[src/rtl/dtp_pkg.sv]
// Shared types for the half-bridge dead-band generator.
// Assumes: bit 1 of a pair is the high side, bit 0 the low side.
package dtp_pkg;
    // Active-state pair for the two drive pins, high side in the MSB
    typedef struct packed {
        logic hs;
        logic ls;
    } drive_pair_t;

    localparam int PAIR_WIDTH = 2;
endpackage

[src/rtl/dtp_source_sel.sv]
// Source selector: picks which raw wave feeds the complementary pair.
// Assumes: both raw waves are already synchronous to clk.
module dtp_source_sel (
    input  logic pick,
    input  logic wave_a,
    input  logic wave_b,
    output logic src
);
    // Choose the pair source from the select bit
    always_comb begin
        src = pick ? wave_b : wave_a;
    end
endmodule

[src/rtl/dtp_gap_timer.sv]
// Gap timer: remembers the settled source level and counts down the
// dead band after every source transition. Its outputs are the active
// states requested for the next cycle.
// Assumes: gap counts are sampled in the cycle the transition is seen.
module dtp_gap_timer
    import dtp_pkg::*;
#(
    parameter int CNT_W = 8
) (
    input  logic             clk,
    input  logic             rst_n,
    input  logic             bypass,
    input  logic             src,
    input  logic [CNT_W-1:0] gap_hs,
    input  logic [CNT_W-1:0] gap_ls,
    output drive_pair_t      want
);
    localparam logic [CNT_W-1:0] CNT_ZERO = '0;
    localparam logic [CNT_W-1:0] CNT_ONE  = CNT_W'(1);

    logic             level_q, level_d;
    logic [CNT_W-1:0] left_q, left_d;
    logic             settled;

    // Next-state: reload on a transition, otherwise count down to zero
    always_comb begin
        level_d = level_q;
        left_d  = left_q;
        if (bypass) begin
            level_d = src;
            left_d  = CNT_ZERO;
        end else if (src != level_q) begin
            level_d = src;
            left_d  = src ? gap_hs : gap_ls;
        end else if (left_q != CNT_ZERO) begin
            left_d = left_q - CNT_ONE;
        end
    end

    // Requested active states: only once the gap has fully run out
    always_comb begin
        settled = (left_d == CNT_ZERO);
        want.hs = level_d & settled;
        want.ls = ~level_d & settled;
    end

    // State register with synchronous active-low reset
    always_ff @(posedge clk) begin
        if (!rst_n) begin
            level_q <= 1'b0;
            left_q  <= CNT_ZERO;
        end else begin
            level_q <= level_d;
            left_q  <= left_d;
        end
    end
endmodule

[src/rtl/dtp_drive_stage.sv]
// Drive stage: registers the active states (independent or gated) and
// applies per-pin polarity after the register.
// Assumes: polarity bits are static configuration or may change freely.
module dtp_drive_stage
    import dtp_pkg::*;
(
    input  logic                  clk,
    input  logic                  rst_n,
    input  logic                  split,
    input  drive_pair_t           raw,
    input  drive_pair_t           gated,
    input  logic [PAIR_WIDTH-1:0] invert,
    output logic [PAIR_WIDTH-1:0] pins
);
    drive_pair_t             act_q, act_d;
    logic [PAIR_WIDTH-1:0]   act_vec;

    // Pick raw waves in independent mode, gated pair otherwise
    always_comb begin
        act_d = split ? raw : gated;
    end

    // Active-state register, cleared to inactive in reset
    always_ff @(posedge clk) begin
        if (!rst_n) begin
            act_q <= '0;
        end else begin
            act_q <= act_d;
        end
    end

    assign act_vec = act_q;

    // Per-pin polarity applied after the register
    for (genvar i = 0; i < PAIR_WIDTH; i++) begin : g_pol
        assign pins[i] = act_vec[i] ^ invert[i];
    end
endmodule

[src/rtl/halfbridge_deadband.sv]
// Half-bridge dead-band generator top level. Selects the source, runs
// the gap timer and drives the two polarity-adjusted pins.
// Assumes: all inputs are synchronous to clk.
module halfbridge_deadband
    import dtp_pkg::*;
#(
    parameter int CNT_W = 8
) (
    input  logic             clk,
    input  logic             rst_n,
    input  logic             wave_a,
    input  logic             wave_b,
    input  logic             split_mode,
    input  logic             src_pick,
    input  logic [CNT_W-1:0] gap_hs,
    input  logic [CNT_W-1:0] gap_ls,
    input  logic             inv_hs,
    input  logic             inv_ls,
    output logic             hs_pin,
    output logic             ls_pin
);
    logic                  pair_src;
    drive_pair_t           gated;
    drive_pair_t           raw;
    logic [PAIR_WIDTH-1:0] pins;

    dtp_source_sel u_sel (
        .pick   (src_pick),
        .wave_a (wave_a),
        .wave_b (wave_b),
        .src    (pair_src)
    );

    dtp_gap_timer #(.CNT_W(CNT_W)) u_gap (
        .clk    (clk),
        .rst_n  (rst_n),
        .bypass (split_mode),
        .src    (pair_src),
        .gap_hs (gap_hs),
        .gap_ls (gap_ls),
        .want   (gated)
    );

    // Raw pair for independent mode
    always_comb begin
        raw.hs = wave_a;
        raw.ls = wave_b;
    end

    dtp_drive_stage u_drv (
        .clk    (clk),
        .rst_n  (rst_n),
        .split  (split_mode),
        .raw    (raw),
        .gated  (gated),
        .invert ({inv_hs, inv_ls}),
        .pins   (pins)
    );

    assign hs_pin = pins[1];
    assign ls_pin = pins[0];
endmodule

[config.mk]
export PLATFORM = sky130hd
export DESIGN_NAME = halfbridge_deadband
export DESIGN_NICKNAME = d
export VERILOG_FILES = /design/src/rtl/dtp_pkg.sv /design/src/rtl/dtp_source_sel.sv /design/src/rtl/dtp_gap_timer.sv /design/src/rtl/dtp_drive_stage.sv /design/src/rtl/halfbridge_deadband.sv
export SDC_FILE = /design/constraint.sdc
export NUM_CORES = 1
export LEC_CHECK = 0
export CELL_PAD_IN_SITES_DETAIL_PLACEMENT = 0
export CELL_PAD_IN_SITES_GLOBAL_PLACEMENT = 1
export CORE_UTILIZATION = 34
export DETAILED_ROUTE_END_ITERATION = 10
export GPL_TIMING_DRIVEN = 1
export PLACE_DENSITY = 0.78
export SYNTH_ARGS = -nofsm -noshare
export SYNTH_HDL_FRONTEND = slang
export SYNTH_SLANG_ARGS = --single-unit
export TNS_END_PERCENT = 50
[constraint.sdc]
create_clock -name clk -period 3.95 [get_ports clk]
set_input_delay 0.5925 -clock clk [delete_from_list [all_inputs] [get_ports clk]]
set_output_delay 0.5925 -clock clk [all_outputs]
set_load 0.02 [all_outputs]
==> results.toml <==
[run_status]
status = "complete, no violations"

[critical_path]
crit_path_end_kind = "flop"
path_delay_family = "simple AND/OR/NAND/NOR gates"
worstSetupStartpointType = "input port"
r2r_start = "u_gap.left_q[0]"
crit_fanout = 11
crit_path_end = "u_drv.act_q[1]"
max_stage_delay_ns = 0.47
r2r_cells = 7
crit_arrival_ns = 3.22
path_cells = "clkdlybuf4s50_1, mux2i_1, inv_2, ha_1, or2b_2, or3_2, o221ai_1, nor4_2, o21ai_1, o21ai_1"
crit_buf_inv = 2
ff2ff_setup_slack_ns = 1.61
critPathLaunch = "src_pick"
crit_slowest_cell = "clkdlybuf4s50_1"
crit_required_ns = 4.11
cp_common_cell = "o21ai_1"
criticalPathCategory = "input port to flop"
path_depth = 10
rr_endpoint = "u_drv.act_q[0]"

[global_routing]
grt_pass1_wl_mm = 3.06
track_usage = 0.165
grt_pass1_vias = 703
grt_max_degree = 14
antenna_found_initial = 0
grt_overflow = 0

[finish]
post-route-util = 0.500
syn_to_final_growth_pct = 40.2
final_nets = 152
diodes = 0
layout-drive-gt1-share = 0.121

[drt]
wl_per_cell_um = 13.0
drc = 0
drt_iter0_markers = 30
ant_nets = 0
vias_per_cell = 5.47
drt_pass1_iterations = 5
wirelength_mm = 1.98
vias = 832

[floorplan]
die_h_um = 50.0
chipWidth_um = 50.0
boundaryPins = 26
initial_core_util = 0.357
rows = 17
core_mm2 = 0.00219
dieArea_mm2 = 0.00250

[synth]
synth_seq_cells = 11
synth.most_common_cell = "dfxtp_1"
synth_edf_count = 0
synth_cells = 95
syn-mean-instance-area_um2 = 8.23
synth_common_cells = "11 x dfxtp_1, 9 x nand2_1, 7 x nor2_1"
synth_top_area_share = 0.282
synth_top_cell_by_area = "dfxtp_1"
synth_area_leaders = "dfxtp_1 28%, mux2i_1 7.7%, ha_1 4.8%"
netlist_area_um2 = 782
synth_nets = 122
ys.flop_type = "dfxtp_1"
ys_seq_area_frac = 0.282
synth_cell_type_count = 36
synthArstFlopShare = 0
ys.warnings.count = 0

[sta]
setup-violations-final = 0
slew_violations = 0
tightest_slew_ns = 0.529
rsz0062_at_grt = "false"
fmax_mhz = 326
fin_setup_tns_ns = 0
final_hold_viol_count = 0
maxSlewHeadroom = 0.642
min_period_over_period = 0.775
finClkSkew_ns = 0.00410
fin_crit_ns = 3.06

[cts]
cts_tree = "yes"
cts_sinks = 11
cts_resized = 0
htree_levels = 1
cts_root_buf = "clkbuf_4"
postCtsSetupRepairBufs = 0
holdBufCountCts = 0
clk_path_buf_depth = 2
clk_transition_reported_paths_ns = 0.07
clk_latency_ns = 0.27
cts_buffers = 3

[min_path]
hold_class = "flop to flop"

[job]
drv_cap = 0

[placed_design]
place_congestion = 0.800
port_buffers = 25
dp_hpwl_mm = 1.62

[power_and_ir_drop]
total_leakage_power_nw = 0.441
vdd.ir_drop.worst_v = 0.000214
power_density_mw_per_mm2 = 338
cells in the final DEF, fill, tap and decap left out, types with 2 or more instances in the layout:
| master | synthesis | layout |
|---|---|---|
| nand3_1 | 5 | 5 |
| nor3_1 | 3 | 3 |
| nor2_1 | 7 | 7 |
| clkdlybuf4s50_1 | 0 | 25 |
| dfxtp_1 | 11 | 11 |
| o21ai_0 | 2 | 2 |
| clkbuf_4 | 0 | 3 |
| ha_1 | 3 | 3 |
| o2111ai_1 | 4 | 4 |
| o221ai_1 | 4 | 4 |
| and2_2 | 2 | 2 |
| and3_1 | 2 | 2 |
| nand2_1 | 9 | 9 |
| nor2b_1 | 2 | 2 |
| a31oi_1 | 2 | 2 |
| xor2_1 | 4 | 4 |
| or3_2 | 2 | 2 |
| o21ai_1 | 3 | 3 |
| inv_1 | 5 | 5 |
| a21oi_1 | 2 | 2 |
| mux2i_1 | 6 | 6 |
tightest hold or removal path, cell delays in order, from the launching register on:
cell	delay (ns)
dfxtp_1	0.34
ha_1	0.18
o21ai_1	0.06
o21ai_1	0.10
power breakdown:
part / leakage [nW] / internal, mW / switching [mW]
registers: 0.0902 / 0.121 / 0.0110
logic: 0.336 / 0.0798 / 0.0801
clock network: 0.0150 / 0.0392 / 0.0395
flip-flops by register name (all words and copies together) (netlist names):
signal         cells
u_drv.act_q        2
u_gap.level_q      1
u_gap.left_q       8
per-stage QoR:
| stage | instance area (um^2) | total power, mW | cells | setup WS, ns | hold slack, ns |
|---|---|---|---|---|---|
| finish | 1100 | 0.371 | 152 | 0.887 | 0.721 |
| global route | 1100 | 0.394 | 152 | 0.711 | 0.757 |
| global placement | 1070 | 0.295 | 148 | 0.648 | 0.683 |
| detailed placement | 1070 | 0.293 | 148 | 0.572 | 0.707 |
| CTS | 1100 | 0.373 | 152 | 0.867 | 0.725 |
| floorplan | 782 | 0.238 | 95 | 1.21 | 0.626 |
worst min path at each step:
stage          cells after the start             from         endpoint  slack (ns)
2_1_floorplan                      2  u_gap.left_q[1]  u_gap.left_q[1]        0.63
3_3_place_gp                       3    u_gap.level_q   u_drv.act_q[1]        0.68
3_5_place_dp                       3    u_gap.level_q   u_drv.act_q[1]        0.71
4_1_cts                            3    u_gap.level_q   u_drv.act_q[1]        0.72
5_1_grt                            4    u_gap.level_q   u_drv.act_q[0]        0.76
6_report                           3    u_gap.level_q   u_drv.act_q[1]        0.72
cells by family after synthesis:
logic type / count (synthesis) / synth area share
AOI/OAI and AO/OA: 22 / 0.213
xor gates and xnor gates: 4 / 0.0448
adders and majority gates: 3 / 0.0480
buffers and inverters: 8 / 0.0400
DFF: 11 / 0.282
muxes: 6 / 0.0768
and+or+nand+nor: 41 / 0.296
per-layer routing:
| metal | global-route usage | up-vias | part of all wire |
|---|---|---|---|
| met1 | 0.215 | 386 | 0.46 |
| met3 | 0.0586 | 2 | 0.066 |
| li1 | - | 413 | - |
| met4 | 0.0667 | 0 | 0.0061 |
| met5 | 0 | - | 0 |
| met2 | 0.245 | 31 | 0.46 |
area by class of cell:
| cell class | count | area (um^2) |
|---|---|---|
| inverters | 7 | 26.3 |
| fillers | 213 | 1090 |
| repair buffers | 26 | 258 |
| clock buffers | 4 | 26.3 |
| well taps | 28 | 35.0 |
| multi-input cells | 76 | 531 |
| flip-flops and latches | 11 | 220 |
(Power assumes the default switching activity.)
